`src/rtl/sampleFifoPkg.sv`:
```
package sampleFifoPkg;

  // Strobes from the occupancy control to the storage datapath.
  typedef struct packed {
    logic push;      // accepted write
    logic pop;       // accepted read
    logic popEmpty;  // read of an empty queue: output zero
  } fifoStrobe_t;

  typedef enum logic {
    LVL_CPU = 1'b0,
    LVL_DMA = 1'b1
  } levelKind_e;

endpackage

```
`src/rtl/fifoCtrl.sv`:
```
module fifoCtrl
  import sampleFifoPkg::*;
#(
  parameter int DEPTH       = 64,
  parameter int CNT_W       = 7,
  parameter int CFG_W       = 8,
  parameter int RESET_LEVEL = 32
) (
  input  logic             clk,
  input  logic             rstN,
  input  logic             wrEn,
  input  logic             rdEn,
  input  logic             cfgWrite,
  input  levelKind_e       cfgKind,
  input  logic [CFG_W-1:0] cfgValue,
  input  logic             dmaEnable,
  output logic [CNT_W-1:0] count,
  output logic             cpuEvent,
  output logic             dmaReq,
  output logic             overrun,
  output logic             underflow,
  output fifoStrobe_t      strobe
);

  localparam logic [CNT_W-1:0] FULL_CNT  = CNT_W'(DEPTH);
  localparam logic [CFG_W-1:0] MAX_LEVEL = CFG_W'(DEPTH);
  localparam logic [CNT_W-1:0] RST_LVL   = CNT_W'(RESET_LEVEL);

  logic [CNT_W-1:0] cpuLevel, dmaLevel;
  logic [CNT_W-1:0] countNext, cpuLevelNext, dmaLevelNext;
  logic             aboveCpu, aboveCpuNext;
  logic             levelOk, isFull, isEmpty;

  always_comb begin
    isFull  = (count == FULL_CNT);
    isEmpty = (count == '0);

    strobe.push     = wrEn && !isFull;
    strobe.pop      = rdEn && !isEmpty;
    strobe.popEmpty = rdEn && isEmpty;

    countNext = count;
    if (strobe.push && !strobe.pop) begin
      countNext = count + CNT_W'(1);
    end else if (strobe.pop && !strobe.push) begin
      countNext = count - CNT_W'(1);
    end

    // Out-of-range levels are dropped, the old setting stays.
    levelOk      = cfgWrite && (cfgValue != '0) && (cfgValue <= MAX_LEVEL);
    cpuLevelNext = (levelOk && cfgKind == LVL_CPU) ? CNT_W'(cfgValue) : cpuLevel;
    dmaLevelNext = (levelOk && cfgKind == LVL_DMA) ? CNT_W'(cfgValue) : dmaLevel;

    aboveCpuNext = (countNext >= cpuLevelNext);
  end

  always_ff @(posedge clk) begin
    if (!rstN) begin
      count     <= '0;
      cpuLevel  <= RST_LVL;
      dmaLevel  <= RST_LVL;
      aboveCpu  <= 1'b0;
      cpuEvent  <= 1'b0;
      dmaReq    <= 1'b0;
      overrun   <= 1'b0;
      underflow <= 1'b0;
    end else begin
      count     <= countNext;
      cpuLevel  <= cpuLevelNext;
      dmaLevel  <= dmaLevelNext;
      aboveCpu  <= aboveCpuNext;
      cpuEvent  <= aboveCpuNext && !aboveCpu;
      dmaReq    <= dmaEnable && (countNext >= dmaLevelNext);
      overrun   <= wrEn && isFull;
      underflow <= strobe.popEmpty;
    end
  end

endmodule

```
`src/rtl/fifoStore.sv`:
```
module fifoStore
  import sampleFifoPkg::*;
#(
  parameter int DEPTH  = 64,
  parameter int DATA_W = 16,
  parameter int PTR_W  = 6
) (
  input  logic              clk,
  input  logic              rstN,
  input  fifoStrobe_t       strobe,
  input  logic [DATA_W-1:0] wrData,
  output logic [DATA_W-1:0] readWord
);

  localparam logic [PTR_W-1:0] LAST_PTR = PTR_W'(DEPTH - 1);

  logic [DATA_W-1:0] mem [DEPTH];
  logic [PTR_W-1:0]  wrPtr, rdPtr;

  function automatic logic [PTR_W-1:0] bump(input logic [PTR_W-1:0] p);
    return (p == LAST_PTR) ? '0 : p + PTR_W'(1);
  endfunction

  always_ff @(posedge clk) begin
    if (strobe.push) begin
      mem[wrPtr] <= wrData;
    end
  end

  always_ff @(posedge clk) begin
    if (!rstN) begin
      wrPtr    <= '0;
      rdPtr    <= '0;
      readWord <= '0;
    end else begin
      if (strobe.push) begin
        wrPtr <= bump(wrPtr);
      end
      if (strobe.pop) begin
        rdPtr    <= bump(rdPtr);
        readWord <= mem[rdPtr];
      end else if (strobe.popEmpty) begin
        readWord <= '0;
      end
    end
  end

endmodule

```
`src/rtl/sampleFifoPair.sv`:
```
module sampleFifoPair
  import sampleFifoPkg::*;
#(
  parameter int NUM_FIFOS   = 2,
  parameter int DEPTH       = 64,
  parameter int DATA_W      = 16,
  parameter int CFG_W       = 8,
  parameter int RESET_LEVEL = 32,
  localparam int SEL_W      = (NUM_FIFOS > 1) ? $clog2(NUM_FIFOS) : 1,
  localparam int CNT_W      = $clog2(DEPTH + 1),
  localparam int PTR_W      = (DEPTH > 1) ? $clog2(DEPTH) : 1
) (
  input  logic                            clk,
  input  logic                            rstN,
  input  logic                            wrValid,
  input  logic [SEL_W-1:0]                wrSel,
  input  logic [DATA_W-1:0]               wrData,
  input  logic                            rdStrobe,
  input  logic [SEL_W-1:0]                rdSel,
  output logic [DATA_W-1:0]               rdData,
  input  logic                            cfgWrite,
  input  logic [SEL_W-1:0]                cfgSel,
  input  logic                            cfgKind,
  input  logic [CFG_W-1:0]                cfgValue,
  input  logic [NUM_FIFOS-1:0]            dmaEnable,
  output logic [NUM_FIFOS-1:0][CNT_W-1:0] wordCount,
  output logic [NUM_FIFOS-1:0]            cpuEvent,
  output logic [NUM_FIFOS-1:0]            dmaReq,
  output logic [NUM_FIFOS-1:0]            overrun,
  output logic [NUM_FIFOS-1:0]            underflow
);

  fifoStrobe_t       strobes [NUM_FIFOS];
  logic [DATA_W-1:0] words   [NUM_FIFOS];
  logic [SEL_W-1:0]  lastSel;

  for (genvar g = 0; g < NUM_FIFOS; g++) begin : g_lane
    logic laneWr, laneRd, laneCfg;
    assign laneWr  = wrValid  && (wrSel  == SEL_W'(g));
    assign laneRd  = rdStrobe && (rdSel  == SEL_W'(g));
    assign laneCfg = cfgWrite && (cfgSel == SEL_W'(g));

    fifoCtrl #(
      .DEPTH(DEPTH), .CNT_W(CNT_W), .CFG_W(CFG_W), .RESET_LEVEL(RESET_LEVEL)
    ) i_ctrl (
      .clk       (clk),
      .rstN      (rstN),
      .wrEn      (laneWr),
      .rdEn      (laneRd),
      .cfgWrite  (laneCfg),
      .cfgKind   (levelKind_e'(cfgKind)),
      .cfgValue  (cfgValue),
      .dmaEnable (dmaEnable[g]),
      .count     (wordCount[g]),
      .cpuEvent  (cpuEvent[g]),
      .dmaReq    (dmaReq[g]),
      .overrun   (overrun[g]),
      .underflow (underflow[g]),
      .strobe    (strobes[g])
    );

    fifoStore #(
      .DEPTH(DEPTH), .DATA_W(DATA_W), .PTR_W(PTR_W)
    ) i_store (
      .clk      (clk),
      .rstN     (rstN),
      .strobe   (strobes[g]),
      .wrData   (wrData),
      .readWord (words[g])
    );
  end

  // Remember which queue was read so the shared output follows it.
  always_ff @(posedge clk) begin
    if (!rstN) begin
      lastSel <= '0;
    end else if (rdStrobe) begin
      lastSel <= rdSel;
    end
  end

  assign rdData = words[lastSel];

endmodule

```
`config.mk`:
```
export PLATFORM = sky130hd
export DESIGN_NAME = sampleFifoPair
export DESIGN_NICKNAME = d
export VERILOG_FILES = /design/src/rtl/sampleFifoPkg.sv /design/src/rtl/fifoCtrl.sv /design/src/rtl/fifoStore.sv /design/src/rtl/sampleFifoPair.sv
export SDC_FILE = /design/constraint.sdc
export NUM_CORES = 2
export LEC_CHECK = 0
export BUFFER_PORTS_ARGS = -buffer_cell sky130_fd_sc_hd__clkbuf_2
export CORE_UTILIZATION = 63
export DETAILED_ROUTE_END_ITERATION = 8
export PLACE_DENSITY = 0.8
export SYNTH_ARGS = -nofsm -noshare
export SYNTH_HDL_FRONTEND = slang
export SYNTH_SLANG_ARGS = --single-unit
```
`constraint.sdc`:
```
create_clock -name clk -period 4.84 [get_ports clk]
set_input_delay 0.242 -clock clk [delete_from_list [all_inputs] [get_ports clk]]
set_output_delay 0.242 -clock clk [all_outputs]
set_load 0.1 [all_outputs]
```
# == Yosys cells after proc, flatten, opt, wreduce, memory -nomap -nowiden ==
# Memories as Yosys holds them, arrays and structs flattened. A register that Yosys moved wholly into a read port is not among the register bits.
# Cells that the tools add are included.
# word_totals
ff_bits,109
word_cells,122
ram_bits,2048
n_memories,2
inputBits,35
output_inout_bits,38
# op_classes
add_sub_neg,8
n_mux,27
n_bitwise,5
order_cmp,6
eq_ne,6
n_reduce_logical,45
# mem_list
memory,depth,width,read_ports,rd_clocked_by_memory_dff,write_ports,line,rtl
g_lane[0].i_store.mem,64,16,1,1,1,fifoStore.sv:17,logic [DATA_W-1:0] mem [DEPTH];
g_lane[1].i_store.mem,64,16,1,1,1,fifoStore.sv:17,
# op_table
cell,n
2-to-1 mux 16 bit,7
2-to-1 mux 7 bit,8
2-to-1 mux 6 bit,8
logical AND 1 bit,30
greater-or-equal comparator 7 bit,4
"adder 6 x 1 -> 6 bit, second input constant",4
"== test 6 bit, second input constant",4
"adder 7 x 1 -> 7 bit, second input constant",2
"== test 7 bit, second input constant",2
zero test 7 bit,2
"subtractor 7 x 1 -> 7 bit, second input constant",2
zero test 1 bit,10
"less-or-equal comparator 8 x 7 -> 1 bit, second input constant",1
nonzero test 8 bit,1
2-to-1 mux 1 bit,4
NOT 1 bit,4
nonzero test 2 bit,2
"greater-or-equal comparator 2 bit, second input constant",1
NOT 1 -> 2 bit,1

# == Depth between registers and ports, before layout ==
# logic_depth
word_depth,9
mapped_depth,19

# == Modules after synthesis ==
# From an unflattened synthesis, not the netlist that was laid out.
# unflattened
cells_unflattened,3943
area_unflattened_um2,84423.5
# modules_own_cells
module,cells_per_inst,seq_area_each_um2,area_each_um2,instances
fifoStore,1777,31430.1,40383.7,2
fifoCtrl,181,520.5,1667.8,2
sampleFifoPair,27,20.0,320.3,1

# == Least setup slack after synthesis ==
# OpenSTA, ideal clock, no wires.
# synth_path
path_kind,flip-flop to flip-flop
start,reg g_lane[1].i_ctrl.count[0]
end,reg g_lane[1].i_ctrl.cpuEvent
n_path_buf,0
path_stages_with_launch,20
slack_ns,0.442
required_time_ns,4.707
arrival_time_ns,4.265
cell_sequence,dfxtp_1 > inv_1 > ha_1 > nor2b_1 > and3b_1 > nor2_1 > inv_1 > ha_1 > nand2b_1 > or4_1 > nor3_1 > nor2_1 > xnor2_1 > ha_1 > a21oi_1 > nand2_1 > a21oi_1 > nand2_1 > nand2_1 > a311oi_1
# synth_via
elab_chain_cells,9
elab_cells_between_ends,16
# synth_lines
element,line,rtl
from (decl),fifoCtrl.sv:17,"output logic [CNT_W-1:0] count,"
from (signal assigned),fifoCtrl.sv:68,count <= countNext;
"parallel branches: the longest is 6 deep, another holds subtractor 7 x 1 -> 7 bit",n/a,
2-to-1 mux 7 bit *,fifoCtrl.sv:43,if (strobe.push && !strobe.pop) begin
net g_lane[1].i_ctrl.countNext[5],fifoCtrl.sv:30,"logic [CNT_W-1:0] countNext, cpuLevelNext, dmaLevelNext;"
greater-or-equal comparator 7 bit *,fifoCtrl.sv:54,aboveCpuNext = (countNext >= cpuLevelNext);
logical AND 1 bit *,fifoCtrl.sv:72,cpuEvent <= aboveCpuNext && !aboveCpu;
to (signal assigned),fifoCtrl.sv:72,
to (decl),fifoCtrl.sv:18,"output logic cpuEvent,"
# Mark *: on every way through the listed nets, which the timed path passes.
# A chain may end at the register's enable or synchronous reset.

# == Worst setup path in the final report ==
# layout_path
start,reg g_lane[1].i_ctrl.count[1]
end,reg g_lane[1].i_ctrl.dmaReq
# layout_via
elab_chain_cells,9
elab_cells_between_ends,16
# layout_lines
element,line,rtl
"parallel branches: the longest is 6 deep, another holds subtractor 7 x 1 -> 7 bit",n/a,
2-to-1 mux 7 bit *,fifoCtrl.sv:43,
net g_lane[1].i_ctrl.countNext[5],fifoCtrl.sv:30,
greater-or-equal comparator 7 bit *,fifoCtrl.sv:73,dmaReq <= dmaEnable && (countNext >= dmaLevelNext);
logical AND 1 bit *,fifoCtrl.sv:73,
to (signal assigned),fifoCtrl.sv:73,
to (decl),fifoCtrl.sv:19,"output logic dmaReq,"
# Marked as above.

==> results by group <==
Critical path
  – Crit path required time: 5.55 ns
  – Worst r2r src: g_lane[1].i_ctrl.count[1]$_SDFF_PN0_
  – Critical Path AT: 5.17 ns
  – Worst-case reg-to-reg path depth: 19
  – Critical-path cell list: inv_1, ha_1, nor2b_1, and3b_1, nor2_1, buf_4, inv_1, ha_1, nand2b_1, or4_1, nor3_1, nor2_1, xnor2_1, ha_1, a21o_1, a21oi_1, a21boi_0, a21oi_1, dlygate4sd3_1
  – CP Capture Type: register
  – Critical Setup Path Class: reg2reg
  – FF-to-FF End: g_lane[1].i_ctrl.dmaReq$_SDFF_PN0_
  – Reg-to-reg slack, setup: 0.39 ns
  – Crit-path max cell delay: 0.57 ns
  – Slowest stage cell, crit path: dlygate4sd3_1
  – Bufs and invs on worst path: 4
  – Crit path max-delay family: simple AND/OR/NAND/NOR gates
  – Critical path's most frequent cell: ha_1
  – Crit path depth: 19
  – Max FO, Critical Path: 8
  – Startpoint types: register

Logic synthesis
  – Yosys warning count: 0
  – #FFs+latches synth: 2169
  – Synthesized Nets: 4082
  – EDFF count, synth: 2048
  – Async S/R FF share, synth: 0%
  – Synth cell types: 58
  – Leading area contributor after synthesis: edfxtp_1
  – Most common cell in the netlist: edfxtp_1
  – Top cell type's share of synthesized area: 73.3%
  – Sequential area share after synthesis: 76.2%
  – Cells after synthesis: 4007
  – Netlist area before placement: 83900 sq um
  – Synth top area cells: edfxtp_1, mux4_2, dfxtp_1
  – Post-synth top cells: edfxtp_1, mux4_2, nor2_1
  – Top FF cell, synth: edfxtp_1
  – Syn avg cell area: 20.9 sq um

Power and ir drop
  – Int Pwr: 30900 uW
  – PwrDens: 423 nW/um^2
  – Combinational fraction of design power: 7.8%
  – Clk pwr share: 40.0%
  – Sequential share of power: 52.2%
  – LEAKAGE: 0.0294 uW
  – Net Switching: 8850 uW
  – Worst vdd ir: 0.368 mV
  – Switching part of the total power: 22.3%

Timing
  – Hold Fails Final Rpt: 0
  – TNS Setup: 0 ns
  – Max-slew violation count: 0
  – Final Setup Violations: 0
  – F_max: 225 MHz
  – Worst Clk Skew: 0.0391 ns
  – Final min period: 4.45 ns
  – RSZ-0062 raised after global routing: false
  – Final period utilization: 92.0%
  – Worst Tran Pin Value: 1.32 ns
  – Headroom to the max-slew limit: 11.5%

Global routing
  – Total global routing overflow: 0
  – Total GRT Usage: 32.6%
  – First-pass GRT wire length: 312 mm
  – Largest net degree at the start of global routing: 96
  – Vias in the first global route: 44500
  – Antenna violations before repair: 5

Placed design
  – IO Port Bufs: 72
  – Post-DP HPWL: 119 mm
  – Area after DPL: 87100 sq um
  – Final RePlAce weighted congestion: 0.923
  – Cells after DPL: 5818

Route
  – Total vias in the final route: 44100
  – DR vias/cell: 7.09
  – DRT Pass-1 Iters: 6
  – Wire per inst: 34.9 microns
  – Routed wire length: 217 mm
  – Post-DRT Antenna Nets: 0
  – Residual DRC count: 0
  – Initial DRC Count: 7632

Clock tree
  – Num CTS Buffers: 202
  – Hold-fix buffers at CTS: 27
  – Clock latency on the worst-skew pair: 0.83 ns
  – Max Buffers Root-to-Sink: 3
  – H-tree depth reported by CTS: 4
  – Sink Count: 2169
  – TritonCTS clock tree: done
  – Post-CTS sizing: 0
  – Root Buffer: clkbuf_16
  – # Post-CTS Setup Buffers: 0
  – Clk slew on worst S/H paths: 0.06 ns

Finish
  – Share of layout cells above drive strength 1: 25.6%
  – Final Core Density: 71.3%
  – Final Cell Area: 94000 sq um
  – Area growth syn-to-layout: 12.0%
  – Fin nets: 4369
  – Layout Cells excl Fill: 6217

Floorplan
  – Die width: 367 microns
  – Initial Util: 63.7%
  – Die area: 135000 sq um
  – IO Pins: 73
  – Die height: 367 microns
  – Core ar.: 132000 sq um
  – Number of core rows: 133

Min path
  – Worst hold path depth: 1
  – Hold EP: g_lane[0].i_store.mem[40][5]$_DFFE_PP_
  – Worst min path class: in2reg
  – Worst hold start: wrData[5]

Job
  – Max-cap violations: 0

Outcome
  – Outcome: completed
through the flow:
stage          power (uW)  hold slack, ns  setup slack [ns]
2_1_floorplan       23200           0.341             0.442
3_3_place_gp        24100           0.376              1.03
3_5_place_dp        24100           0.379             0.933
4_1_cts             39800         0.00447             0.473
5_1_grt             40600          0.0254             0.120
6_report            39800          0.0167             0.386
power by group through the flow:
stage | clock network [uW] | logic (uW) | registers [uW]
final | 15900 | 3100 | 20800
after global routing | 16600 | 3250 | 20800
after CTS | 16000 | 3090 | 20800
after detailed placement | 0 | 3000 | 21100
after global placement | 0 | 2950 | 21100
after floorplan | 0 | 2090 | 21200
cells by family after synthesis:
group | share of synthesized area, %
compound gates | 2.34
xor+xnor | 0.313
fa+ha+maj | 0.596
buf+inv | 1.46
flops | 76.2
mux | 16.0
simple gates | 3.09
routing by layer:
metal  share of wire, %  global-route usage, %
met5              0.012                      0
met1                 34                   45.0
met3                 13                   7.78
met2                 47                   50.5
met4                5.0                   14.4
registers in the layout, indices dropped and copies added, names as in the netlist, named ones only:
| name | count |
|---|---|
| g_lane.i_store.mem | 2048 |
| g_lane.i_store.readWord | 32 |
| g_lane.i_ctrl.cpuLevel | 14 |
| g_lane.i_ctrl.dmaLevel | 14 |
| g_lane.i_ctrl.count | 12 |
| g_lane.i_store.rdPtr | 12 |
| g_lane.i_store.wrPtr | 12 |
| g_lane.i_ctrl.aboveCpu | 2 |
| g_lane.i_ctrl.cpuEvent | 2 |
| g_lane.i_ctrl.dmaReq | 2 |
| g_lane.i_ctrl.overrun | 2 |
| g_lane.i_ctrl.underflow | 2 |
| lastSel | 1 |
layout by cell type (no fill, tap or decap), drive strengths merged, types with 20 or more instances in the layout:
master       count
buf            216
bufinv          20
a211oi          52
a21oi           37
nand2          119
mux2            22
nor3            20
o22ai           48
inv             36
a22oi           40
dfxtp          121
dlygate4sd3     27
mux2i          130
nor2           218
nand3           67
edfxtp        2048
clkbuf         323
nor2b           48
ha              40
mux4           529
clkinv          71
o21ai           26
worst max path at each step:
stage	startpoint	end	slack (ns)
after floorplan	g_lane[1].i_ctrl.count[0]$_SDFF_PN0_	g_lane[1].i_ctrl.cpuEvent$_SDFF_PN0_	0.44
after global placement	g_lane[0].i_ctrl.count[0]$_SDFF_PN0_	g_lane[0].i_ctrl.dmaReq$_SDFF_PN0_	1.03
after detailed placement	g_lane[0].i_ctrl.count[0]$_SDFF_PN0_	g_lane[0].i_ctrl.dmaReq$_SDFF_PN0_	0.93
after CTS	g_lane[1].i_ctrl.count[0]$_SDFF_PN0_	g_lane[1].i_ctrl.dmaReq$_SDFF_PN0_	0.47
after global routing	g_lane[1].i_ctrl.count[1]$_SDFF_PN0_	g_lane[1].i_ctrl.dmaReq$_SDFF_PN0_	0.12
final	g_lane[1].i_ctrl.count[1]$_SDFF_PN0_	g_lane[1].i_ctrl.dmaReq$_SDFF_PN0_	0.39
final cells by class:
| class | count | area [sq um] |
|---|---|---|
| Antenna cell | 1 | 2.50 |
| Tap cell | 1755 | 2200 |
| Sequential cell | 2169 | 64000 |
| Multi-Input combinational cell | 1591 | 18800 |
| Inverter | 31 | 116 |
| Timing Repair Buffer | 299 | 2350 |
| Fill cell | 7174 | 37800 |
| Clock buffer | 267 | 5500 |
| Clock inverter | 104 | 1070 |
No activity file was read; power rests on OpenSTA's default activity.
